`src/rtl/sftx_pkg.sv`:
```
package sftx_pkg;

  typedef enum logic [1:0] {
    PAR_NONE  = 2'b00,
    PAR_EVEN  = 2'b01,
    PAR_ODD   = 2'b10,
    PAR_STICK = 2'b11
  } par_mode_e;

  typedef enum logic [1:0] {
    STOP_ONE     = 2'b00,
    STOP_ONEHALF = 2'b01,
    STOP_TWO     = 2'b10,
    STOP_TWO_ALT = 2'b11
  } stop_sel_e;

  typedef enum logic [2:0] {
    PH_IDLE,
    PH_START,
    PH_DATA,
    PH_PARITY,
    PH_STOP
  } phase_e;

  typedef struct packed {
    logic [1:0] len_code;
    par_mode_e  par;
    logic       stick;
    stop_sel_e  stop;
  } frame_cfg_t;

endpackage

```
`src/rtl/sftx_parity_gen.sv`:
```
module sftx_parity_gen
  import sftx_pkg::*;
#(
  parameter int DATA_W = 8
) (
  input  logic [DATA_W-1:0] data_i,
  input  logic [1:0]        len_code_i,
  input  par_mode_e         mode_i,
  input  logic              stick_i,
  output logic              par_bit_o
);

  localparam int MIN_LEN = DATA_W - 3;

  logic [DATA_W-1:0] keep_mask;
  logic              ones_odd;

  // Mask out the bits above the selected character length.
  generate
    for (genvar i = 0; i < DATA_W; i++) begin : g_mask
      assign keep_mask[i] = (i < (MIN_LEN + int'(len_code_i)));
    end
  endgenerate

  assign ones_odd = ^(data_i & keep_mask);

  always_comb begin
    unique case (mode_i)
      PAR_EVEN:  par_bit_o = ones_odd;
      PAR_ODD:   par_bit_o = ~ones_odd;
      PAR_STICK: par_bit_o = stick_i;
      default:   par_bit_o = 1'b1;
    endcase
  end

endmodule

```
`src/rtl/sftx_bit_timer.sv`:
```
module sftx_bit_timer #(
  parameter  int OSR = 16,
  localparam int CW  = $clog2(2 * OSR)
) (
  input  logic          clk,
  input  logic          rst_n,
  input  logic          clr_i,
  input  logic          tick_i,
  input  logic [CW-1:0] last_i,
  output logic          done_o
);

  logic [CW-1:0] cnt_q, cnt_d;

  assign done_o = tick_i && !clr_i && (cnt_q == last_i);

  always_comb begin
    cnt_d = cnt_q;
    if (clr_i)        cnt_d = '0;
    else if (done_o)  cnt_d = '0;
    else if (tick_i)  cnt_d = cnt_q + CW'(1);
  end

  always_ff @(posedge clk or negedge rst_n) begin
    if (!rst_n) cnt_q <= '0;
    else        cnt_q <= cnt_d;
  end

  // The count only moves on a tick or a clear.
  assert_cnt_tick_only_R8: assert property (@(posedge clk) disable iff (!rst_n)
    !tick_i && !clr_i |=> $stable(cnt_q));

  assert_cnt_in_range_R8: assert property (@(posedge clk) disable iff (!rst_n)
    !clr_i |-> cnt_q <= last_i);

endmodule

```
`src/rtl/sftx_frame_seq.sv`:
```
module sftx_frame_seq
  import sftx_pkg::*;
#(
  parameter  int DATA_W = 8,
  parameter  int OSR    = 16,
  localparam int CW     = $clog2(2 * OSR)
) (
  input  logic              clk,
  input  logic              rst_n,
  input  logic              tick_i,
  input  logic              valid_i,
  input  logic [DATA_W-1:0] data_i,
  input  frame_cfg_t        cfg_i,
  input  logic              par_bit_i,
  input  logic              tmr_done_i,
  output logic              tmr_clr_o,
  output logic [CW-1:0]     tmr_last_o,
  output logic              ready_o,
  output logic              busy_o,
  output logic              txd_o
);

  localparam int MIN_LEN = DATA_W - 3;
  localparam int BCW     = $clog2(DATA_W + 1);

  phase_e            phase_q, phase_d;
  logic [DATA_W-1:0] shreg_q, shreg_d;
  logic [BCW-1:0]    left_q,  left_d;
  logic              par_q,   par_d;
  frame_cfg_t        cfg_q,   cfg_d;
  logic              accept;

  assign ready_o   = (phase_q == PH_IDLE);
  assign busy_o    = !ready_o;
  assign accept    = valid_i && ready_o;
  assign tmr_clr_o = (phase_q == PH_IDLE);

  // Tick limit for the current bit period.
  always_comb begin
    tmr_last_o = CW'(OSR - 1);
    if (phase_q == PH_STOP) begin
      unique case (cfg_q.stop)
        STOP_ONE:     tmr_last_o = CW'(OSR - 1);
        STOP_ONEHALF: tmr_last_o = CW'(OSR + OSR / 2 - 1);
        default:      tmr_last_o = CW'(2 * OSR - 1);
      endcase
    end
  end

  // Next-state logic.
  always_comb begin
    phase_d = phase_q;
    shreg_d = shreg_q;
    left_d  = left_q;
    par_d   = par_q;
    cfg_d   = cfg_q;
    unique case (phase_q)
      PH_IDLE: begin
        if (accept) begin
          phase_d = PH_START;
          shreg_d = data_i;
          cfg_d   = cfg_i;
          par_d   = par_bit_i;
          left_d  = BCW'(MIN_LEN) + BCW'(cfg_i.len_code);
        end
      end
      PH_START: begin
        if (tmr_done_i) phase_d = PH_DATA;
      end
      PH_DATA: begin
        if (tmr_done_i) begin
          shreg_d = shreg_q >> 1;
          left_d  = left_q - BCW'(1);
          if (left_q == BCW'(1))
            phase_d = (cfg_q.par == PAR_NONE) ? PH_STOP : PH_PARITY;
        end
      end
      PH_PARITY: begin
        if (tmr_done_i) phase_d = PH_STOP;
      end
      PH_STOP: begin
        if (tmr_done_i) phase_d = PH_IDLE;
      end
      default: phase_d = PH_IDLE;
    endcase
  end

  always_ff @(posedge clk or negedge rst_n) begin
    if (!rst_n) begin
      phase_q <= PH_IDLE;
      shreg_q <= '0;
      left_q  <= '0;
      par_q   <= 1'b1;
      cfg_q   <= '0;
    end else begin
      phase_q <= phase_d;
      shreg_q <= shreg_d;
      left_q  <= left_d;
      par_q   <= par_d;
      cfg_q   <= cfg_d;
    end
  end

  // Line level per phase.
  always_comb begin
    unique case (phase_q)
      PH_START:  txd_o = 1'b0;
      PH_DATA:   txd_o = shreg_q[0];
      PH_PARITY: txd_o = par_q;
      default:   txd_o = 1'b1;
    endcase
  end

  assert_idle_mark_R1: assert property (@(posedge clk) disable iff (!rst_n)
    ready_o |-> txd_o);

  assert_start_low_R2: assert property (@(posedge clk) disable iff (!rst_n)
    accept |=> !txd_o);

  assert_data_count_R3: assert property (@(posedge clk) disable iff (!rst_n)
    phase_q == PH_DATA |-> left_q != '0);

  assert_parity_only_enabled_R4: assert property (@(posedge clk) disable iff (!rst_n)
    phase_q == PH_PARITY |-> cfg_q.par != PAR_NONE);

  assert_stop_mark_R7: assert property (@(posedge clk) disable iff (!rst_n)
    phase_q == PH_STOP |-> txd_o);

  assert_phase_waits_tick_R8: assert property (@(posedge clk) disable iff (!rst_n)
    busy_o && !tick_i |=> $stable(phase_q) && $stable(shreg_q));

  assert_cfg_frozen_R9: assert property (@(posedge clk) disable iff (!rst_n)
    busy_o && $past(busy_o) |-> $stable(cfg_q) && $stable(par_q));

  assert_accept_busy_R10: assert property (@(posedge clk) disable iff (!rst_n)
    accept |=> !ready_o);

endmodule

```
`src/rtl/serial_frame_tx.sv`:
```
module serial_frame_tx
  import sftx_pkg::*;
#(
  parameter int DATA_W = 8,
  parameter int OSR    = 16
) (
  input  logic              clk,
  input  logic              rst_n,
  input  logic              tick_i,
  input  logic              tx_valid_i,
  output logic              tx_ready_o,
  input  logic [DATA_W-1:0] tx_data_i,
  input  logic [1:0]        len_sel_i,
  input  logic [1:0]        par_mode_i,
  input  logic              stick_val_i,
  input  logic [1:0]        stop_sel_i,
  output logic              txd_o,
  output logic              busy_o
);

  localparam int CW = $clog2(2 * OSR);

  frame_cfg_t    cfg_in;
  logic          par_bit;
  logic          tmr_clr;
  logic          tmr_done;
  logic [CW-1:0] tmr_last;

  assign cfg_in.len_code = len_sel_i;
  assign cfg_in.par      = par_mode_e'(par_mode_i);
  assign cfg_in.stick    = stick_val_i;
  assign cfg_in.stop     = stop_sel_e'(stop_sel_i);

  sftx_parity_gen #(.DATA_W(DATA_W)) u_par (
    .data_i     (tx_data_i),
    .len_code_i (len_sel_i),
    .mode_i     (cfg_in.par),
    .stick_i    (stick_val_i),
    .par_bit_o  (par_bit)
  );

  sftx_bit_timer #(.OSR(OSR)) u_tmr (
    .clk    (clk),
    .rst_n  (rst_n),
    .clr_i  (tmr_clr),
    .tick_i (tick_i),
    .last_i (tmr_last),
    .done_o (tmr_done)
  );

  sftx_frame_seq #(.DATA_W(DATA_W), .OSR(OSR)) u_seq (
    .clk        (clk),
    .rst_n      (rst_n),
    .tick_i     (tick_i),
    .valid_i    (tx_valid_i),
    .data_i     (tx_data_i),
    .cfg_i      (cfg_in),
    .par_bit_i  (par_bit),
    .tmr_done_i (tmr_done),
    .tmr_clr_o  (tmr_clr),
    .tmr_last_o (tmr_last),
    .ready_o    (tx_ready_o),
    .busy_o     (busy_o),
    .txd_o      (txd_o)
  );

endmodule

```
`config.mk`:
```
export PLATFORM = sky130hd
export DESIGN_NAME = serial_frame_tx
export DESIGN_NICKNAME = d
export VERILOG_FILES = /design/src/rtl/sftx_pkg.sv /design/src/rtl/sftx_parity_gen.sv /design/src/rtl/sftx_bit_timer.sv /design/src/rtl/sftx_frame_seq.sv /design/src/rtl/serial_frame_tx.sv
export SDC_FILE = /design/constraint.sdc
export NUM_CORES = 1
export LEC_CHECK = 0
export ABC_CLOCK_PERIOD_IN_PS = 1900
export BUFFER_PORTS_ARGS = -buffer_cell sky130_fd_sc_hd__buf_2
export CAP_MARGIN = 20
export CORE_MARGIN = 3
export CORE_UTILIZATION = 50
export CTS_CLUSTER_DIAMETER = 30
export DETAILED_ROUTE_END_ITERATION = 7
export PLACE_DENSITY = 0.74
export SYNTH_ARGS = -nofsm -noshare
export SYNTH_HDL_FRONTEND = slang
export SYNTH_SLANG_ARGS = --single-unit
```
`constraint.sdc`:
```
create_clock -name clk -period 1.9 [get_ports clk]
set_input_delay 0.095 -clock clk [delete_from_list [all_inputs] [get_ports clk]]
set_output_delay 0.095 -clock clk [all_outputs]
set_load 0.005 [all_outputs]
```
[Yosys cells after proc, flatten, opt, wreduce, memory -nomap -nowiden]
Index checks and enable logic that the tools add are counted.
Storage, ports and cells
  flip-flop bits (word level): 25
  bits in latches: 0
  RAM bits: 0
  ROM bits: 0
  input port bits: 19
  output and inout port bits: 3
  word-level logic and storage cells: 71
  memories: 0
Cells by class
  $add $sub $neg: 4
  multiply operators: 0
  div/mod/pow operators: 0
  $lt $le $gt $ge: 8
  equality and inequality tests: 16
  shifts and indexed selects: 0
  muxes and demuxes: 21
  bitwise operators: 2
  reduce and logical (&&, ||, !) cells: 13
Operators by type and width (count)
  less-than comparator 4 x 32 -> 1 bit (first input constant): 4
  less-than comparator 3 x 32 -> 1 bit (first input constant): 2
  less-than comparator 2 x 32 -> 1 bit (first input constant): 1
  two-way mux 3 bit: 7
  two-way mux 5 bit: 4
  two-way mux 8 bit: 2
  case mux 8 bit (2 select lines): 1
  case mux 3 bit (5 select lines): 1
  != test 2 bit (second input constant): 5
  case mux 5 bit (2 select lines): 1
  adder 3 x 2 -> 4 bit (first input constant): 2
  AND 8 bit: 1
  two-way mux 4 bit: 2
  case mux 4 bit (2 select lines): 1
  XOR reduction 8 bit: 1
  equality test 3 x 2 -> 1 bit (second input constant): 2
  case mux 1 bit (3 select lines): 2
  AND reduction 6 bit: 1
  adder 5 x 1 -> 5 bit (second input constant): 1
  equality test 5 bit: 1
  equality test 2 x 1 -> 1 bit (second input constant): 2
  equality test 2 bit (second input constant): 2
  equality test 4 x 1 -> 1 bit (second input constant): 1
  zero test 2 bit: 2
  13 further kinds: 15

[Longest topological paths before layout]
Gate-level depths: netlist (run 1).
  word-level depth: 7
  mapped depth: 8
  depth with buffers taken out: 8

[Cells and area by module]
From an unflattened synthesis (run 1), not the netlist that was laid out.
Second synthesis, totals
  cells, all modules: 161
  area total of the unflattened synthesis: 1594.0 sq um
By module, submodules not included
  sftx_frame_seq: times used 1, cells an instance 110, area each 1122.3 sq um, seq. area each 501.7 sq um
  sftx_bit_timer: times used 1, cells an instance 40, area each 367.9 sq um, seq. area each 125.1 sq um
  sftx_parity_gen: times used 1, cells an instance 11, area each 103.8 sq um, seq. area each 0.0 sq um

[Least setup slack after synthesis (run 1)]
Ideal clock, no wire load.
  kind: reg-to-reg
  start point: register u_seq.phase_q[0]
  end point: register u_seq.left_q[3]
  library setup time: 0.136 ns
  arrival time: 1.818 ns
  required time: 1.764 ns
  setup slack: -0.054 ns
  cell stages (with the launch flop): 9
  path buffers: 2
  clock period less this slack: 1.954 ns
  cells stage by stage: dfrtp_1 buf_6 nor3b_4 mux2i_1 o2111ai_4 or2_4 buf_6 nand3_1 o311ai_1
Between the ends
  longest elaborated chain between the ends: 6
  elaborated cells between the ends (all ways): 14
  classes of those cells: eq/ne (5); mux (2); reduce/logical (7)
Ends and longest elaborated chain
  start, declared: RTL line sftx_frame_seq.sv:26  | phase_e phase_q, phase_d;
  start signal, assigned: RTL line sftx_frame_seq.sv:96  | phase_q <= phase_d;
  equality test 3 bit or zero test 3 bit (tied branches)
  two-way mux 5 bit or zero test 1 bit (tied branches): RTL line sftx_frame_seq.sv:41, sftx_bit_timer.sv:15
  equality test 5 bit or logical AND 1 bit (tied branches): RTL line sftx_bit_timer.sv:15  | assign done_o = tick_i && !clr_i && (cnt_q == last_i);
  logical AND 1 bit: RTL line sftx_bit_timer.sv:15
  != test 2 bit (no line)
  AND reduction 3 bit (no line)
  end signal, assigned: RTL line sftx_frame_seq.sv:98  | left_q <= left_d;
  end, declared: RTL line sftx_frame_seq.sv:28  | logic [BCW-1:0] left_q, left_d;
Several ways; a longest one is shown, not always the timed one.
A chain may end at the register's enable or synchronous reset.

[Final worst setup path (run 1)]
  start point: register u_seq.phase_q[1]
  end point: register u_seq.phase_q[1]
Between the ends
  longest elaborated chain between the ends: 6
  elaborated cells between the ends (all ways): 19
  classes of those cells: eq/ne (11); mux (2); reduce/logical (6)
Ends and longest elaborated chain (RTL line)
  equality test 3 bit or zero test 3 bit (tied branches)
  two-way mux 5 bit or zero test 1 bit (tied branches): sftx_frame_seq.sv:41, sftx_bit_timer.sv:15
  equality test 5 bit or logical AND 1 bit (tied branches): sftx_bit_timer.sv:15
  logical AND 1 bit: sftx_bit_timer.sv:15
  != test 2 bit (no line)
  AND reduction 6 bit (no line)
Several ways; a longest one is shown, not always the timed one.

==> run metrics, run 1 <==
Avg Cell Area, Syn 9.33 um2; Post-Syn Instances 159; top-count cell post-synth nand2_1; CP max-delay cell or4b_1; initial drt markers 31; uppermost routed layer met4; Longest Clk Path Bufs 2; non-filler cells in the finished layout 233; most common flop cell mapped by yosys dfrtp_1; result of the run finished, final reports clean; fin util 67.3%; sw frac 38.2%; met3 WL 90 um; Slew Limit Fails 0; setup TNS 0 ns; dpl cells 217; RSZ-0062 raised after global routing yes; Synth area leaders dfrtp_1 40%, nand2_1 7.3%, ha_1 5.9%, nor2_1 4.8%, xnor2_1 3.0%; H-Tree Depth 1; Crit Path Class flop to flop; vias in the first global route 1291; Post-Syn Nets 185; cts bufs inserted 3; Die Ht 60.5 um; Netlist cell types 45; CP max FO 6; slew margin rel. 62.8%; drt first pass iters 4; WL met2 1650 um; crit-path max cell delay 0.49 ns; antenna cells 0; CP Cell Sequence nor3b_4 -> buf_4 -> a21o_1 -> o2111ai_4 -> or4b_1 -> o21ai_1; Syn-to-layout area delta 26.1%; routed wire length 3200 um; fraction of registers with async set/reset 100%; EDFF count, synth 0; Comb power frac 41.7%; worst path required time 2.16 ns; sequential share of the synthesized area 42.2%; hpwl dp 2390 um; Final Skew 0.00686 ns; fin area 1870 um2; first-pass GRT wire length 5580 um; share of layout cells above drive strength 1 31.7%; count of final setup violators 0; Worst Path Arrival 2.10 ns; Fin. Hold Viols 0; port buffer count 21; Detail Route Antenna Nets 0; YS warnings 0; total number of vias 1280; Core Box Area 2780 um2; CTS tree yes; # clock sinks 25; fmax 545 MHz; Tightest Pin Transition 0.558 ns; Peak VDD IR 0.768 mV; post-layout min period 1.84 ns; Setup crit start kind flop; total track usage 19.9%; cell taking the most area after synthesis dfrtp_1; GRT overflow 0; I/O pin cnt 22; GP Congestion 0.867; Synth Cell Area 1480 um2; Root Driver clkbuf_4; Final Cycle Share 96.6%; Remaining DRCs 0; HP Class input port to flop; CP endpoint kind flop; leak pwr 0.883 nW; initial antenna violation count 0; power per standard cell area 1050 nW/um2; part of the power in the clock network 12.4%; DR WL/cell 13.7 um; largest net degree at the start of global routing 26; placed instance area 1690 um2; Clk pin slew, worst setup/hold paths 0.15 ns; Die Span X 60.5 um; Post-synth top cells 29 x nand2_1, 24 x dfrtp_1, 19 x nor2_1; switching power 0.754 mW; mean number of vias per cell 5.49; Skew-Pair Late Insertion Delay 0.32 ns; Initial Utilization 53.4%; DRT met1 WL 1430 um; register share of total power 45.8%; Cell Rows 19; # nets final 229; area share of the largest cell type after synthesis 40.5%; Internal Power 1.22 mW; Max-Cap Viols 0; die footprint 3660 um2; number of synthesized register bits 25
-- cells by family after synthesis --
family                   share of synthesized area (%)
adder cells (fa/ha/maj)                           5.90
AO/OA/AOI/OAI                                     18.0
flip-flops                                        42.2
buffers and inverters                             4.05
multiplexers                                      2.02
XOR/XNOR                                          4.72
AND/OR/NAND/NOR                                   23.1
-- area by class of cell --
cell class | instances | area (um2)
repair buffers | 42 | 288
clock buffers | 3 | 22.5
well taps | 31 | 38.8
multi-input cells | 123 | 858
fillers | 227 | 910
flip-flops and latches | 25 | 627
clock inverters | 1 | 7.51
inverters | 8 | 30.0
-- placed cells by master, fill, tap and decap left out, types with 5 or more instances in the layout --
cell,n
a21oi_1,7
buf_2,21
buf_4,15
dfrtp_1,24
dlygate4sd3_1,5
ha_1,7
inv_1,8
nand2_1,29
nor2_1,18
xnor2_1,5
-- path summary, 6_finish.rpt --
path                            cells past startpoint                         start  slack, ns                            to
worst min register to register                      2    u_seq.cfg_q[4]$_DFFE_PN0P_       0.49    u_seq.cfg_q[4]$_DFFE_PN0P_
min in group asynchronous                           2                         rst_n       0.28    u_seq.cfg_q[3]$_DFFE_PN0P_
worst max-delay path                                6  u_seq.phase_q[1]$_DFFE_PN0P_       0.06  u_seq.phase_q[1]$_DFFE_PN0P_
worst max register to register                      6  u_seq.phase_q[1]$_DFFE_PN0P_       0.06  u_seq.phase_q[1]$_DFFE_PN0P_
worst min-delay path                                3                  tx_data_i[7]       0.01  u_seq.shreg_q[7]$_DFFE_PN0P_
max in group asynchronous                           2                         rst_n       1.25   u_seq.left_q[1]$_DFFE_PN0P_
-- stage by stage --
| stage | worst slack (ns) | total power [mW] | hold slack [ns] |
|---|---|---|---|
| floorplan | 0.0100 | 1.42 | -0.201 |
| global placement | 0.0576 | 1.59 | 0.108 |
| detailed placement | -0.0266 | 1.65 | 0.115 |
| CTS | 0.00960 | 1.93 | 0.00472 |
| global route | -0.0860 | 2.15 | 0.0126 |
| finish | 0.0641 | 1.97 | 0.0100 |
-- layer usage --
layer	vias up	GRT usage, %
met2	20	34.7
met4	0	6.81
li1	641	-
met1	615	25.7
met5	-	0
met3	4	2.34
-- state kept, by name, summed over array words and instances (netlist names) --
| register | flops |
|---|---|
| u_seq.cfg_q | 4 |
| u_tmr.cnt_q | 5 |
| u_seq.left_q | 4 |
| u_seq.phase_q | 3 |
| u_seq.par_q | 1 |
| u_seq.shreg_q | 8 |
-- what timing repair did --
item / CTS / global route
hold endpoints to repair: 28 / 0
setup buffers: 3 / 3
pin swaps: 3 / 12
hold buffers: 5 / 0
resized for setup: 2 / 11
gates cloned: 1 / 0
endpoints found under the setup margin: 2 / 14
-- worst max-delay path: cells and delay by family (launching register included) --
kind                   cells  cell delay (ns)
AND/OR/NAND/NOR            2             0.74
flip-flops                 1             0.44
AO/OA/AOI/OAI              3             0.45
buffers and inverters      1             0.15
-- power groups by stage --
stage	clock network, mW	registers, mW	logic (mW)
6_report	0.245	0.904	0.823
2_1_floorplan	0	0.860	0.557
5_1_grt	0.271	0.936	0.943
3_3_place_gp	0	0.883	0.709
3_5_place_dp	0	0.900	0.751
4_1_cts	0.254	0.890	0.786
(Power assumes the default switching activity.)
==> run 2, diff against run 1 <==
Settings changed: REMOVE_ABC_BUFFERS set to 1.
==> run 2 against run 1 <==
The run now ends with negative setup slack left. Setup slack lost 0.096 ns. Sequential cell count is the same. Register-to-register slack lost 0.096 ns. Non-clock buffer count shrank 2. Cell area grew 1.7%. Critical path depth grew 2. Global-route usage shrank 1.7 points. Die area is the same. Sequential power is essentially flat. Largest cell class unchanged.
==> run metrics, run 2 (synthesis gave the netlist of run 1 again) <==
failing checks negative setup slack; Slew Limit Fails 0; Skew-Pair Late Insertion Delay 0.33 ns; Fin. Hold Viols 0; GP Congestion 0.781; count of final setup violators 8; Clk pin slew, worst setup/hold paths 0.15 ns; GRT overflow 0; total track usage 18.2%; setup TNS -0.160 ns; I/O pin cnt 22; port buffer count 21; routed wire length 3370 um; HP Start tx_data_i[4]; DR WL/cell 14.5 um; filler instances 220; Final Cycle Share 102%; RSZ-0062 raised after global routing yes; Setup crit start kind flop; Tightest Pin Transition 0.547 ns; H-Tree Depth 1; hpwl dp 2330 um; Peak VDD IR 0.867 mV; fin util 68.4%; Core Box Area 2780 um2; total number of vias 1306; CP max FO 5; HP Class input port to flop; vias in the first global route 1227; largest net degree at the start of global routing 26; CP endpoint kind flop; first-pass GRT wire length 5170 um; commonest non-fill, non-tap cells in the layout 29 x nand2_1, 24 x dfrtp_1, 21 x buf_2; Detail Route Antenna Nets 0; DP Worst Slack -0.0518 ns; cts bufs inserted 3; antenna cells 0; Max-Cap Viols 0; Top reg by flops u_seq.shreg_q; most common cell after layout, fill and taps aside nand2_1; Root Driver clkbuf_4; share of layout cells above drive strength 1 32.3%; die footprint 3660 um2; register-to-register setup slack -0.03 ns; Crit Path Class flop to flop; Die Span X 60.5 um; leak pwr 0.866 nW; CTS tree yes; initial antenna violation count 0; Largest register FFs 8; power per standard cell area 1050 nW/um2; Syn-to-layout area delta 28.2%; drt first pass iters 4; worst path required time 2.17 ns; # nets final 228; top flop regs u_seq.shreg_q x8, u_tmr.cnt_q x5; # clock sinks 25; CP startpoint u_seq.phase_q[1]$_DFFE_PN0P_; result of the run complete, but fails checks; Longest Clk Path Bufs 2; Final Skew 0.0165 ns; Die Ht 60.5 um; Remaining DRCs 0; fin area 1900 um2; Cell Rows 19; mean number of vias per cell 5.63; post-layout min period 1.93 ns; Final WS setup -0.0320 ns; slew margin rel. 63.5%; worst hold slack 0.0519 ns; fmax 518 MHz; Worst Path Arrival 2.20 ns; Initial Utilization 53.4%; initial drt markers 47; R2R Path Start u_seq.phase_q[1]$_DFFE_PN0P_; placed instance area 1670 um2
-- run 2: through the flow --
stage / power (mW) / cells
final: 2.01 / 232
after global routing: 2.16 / 232
after CTS: 1.89 / 228
after detailed placement: 1.63 / 217
after global placement: 1.58 / 217
after floorplan: 1.39 / 155
-- run 2: path summary, 6_finish.rpt --
path,end,depth (start not counted)
worst max-delay path,u_seq.shreg_q[5]$_DFFE_PN0P_,8
worst min-delay path,u_seq.shreg_q[4]$_DFFE_PN0P_,3
worst max register to register,u_seq.shreg_q[5]$_DFFE_PN0P_,8
worst min register to register,u_seq.par_q$_DFFE_PN1P_,2
max in group asynchronous,u_tmr.cnt_q[1]$_DFFE_PN0P_,2
min in group asynchronous,u_seq.left_q[3]$_DFFE_PN0P_,2
-- run 2: layout make-up --
cell class	instances	area, um2	share of cell area, %
Timing Repair Buffer	40	278	14.6
Clock buffer	3	22.5	1.18
Sequential cell	25	627	32.9
Inverter	8	30.0	1.58
Tap cell	31	38.8	2.04
Multi-Input combinational cell	124	900	47.3
Clock inverter	1	7.51	0.394
-- run 2: routing by layer --
metal	share of wire (%)	up-vias	global-route usage (%)	wire length (um)
met5	0	-	0	0
met4	1.3	0	4.95	45
met3	4.4	4	1.91	147
met2	52	35	33.3	1760
met1	42	624	22.7	1420
li1	-	643	-	-
-- run 2: worst max-delay path, stage by stage, from the launching register on --
cell and delay (ns):
dfrtp_1 0.44, nor3b_4 0.30, mux2i_4 0.33, o2111ai_4 0.19, buf_6 0.17, o21ai_4 0.16, buf_6 0.15, o22ai_2 0.07
nor2_1 0.10
-- run 2: timing repair --
| item | CTS | global route |
|---|---|---|
| endpoints found under the setup margin | 2 | 12 |
| hold endpoints to repair | 29 | 0 |
| pin swaps | 2 | 11 |
| hold buffers | 6 | 0 |
| buffers inserted | 0 | 3 |
| resized for setup | 1 | 21 |
| cloned | 1 | 1 |
-- run 2: power breakdown --
part / switching, mW / total, mW / internal (mW)
clock network: 0.163 / 0.244 / 0.0804
registers: 0.176 / 0.905 / 0.729
logic: 0.434 / 0.858 / 0.424
total: 0.773 / 2.01 / 1.23
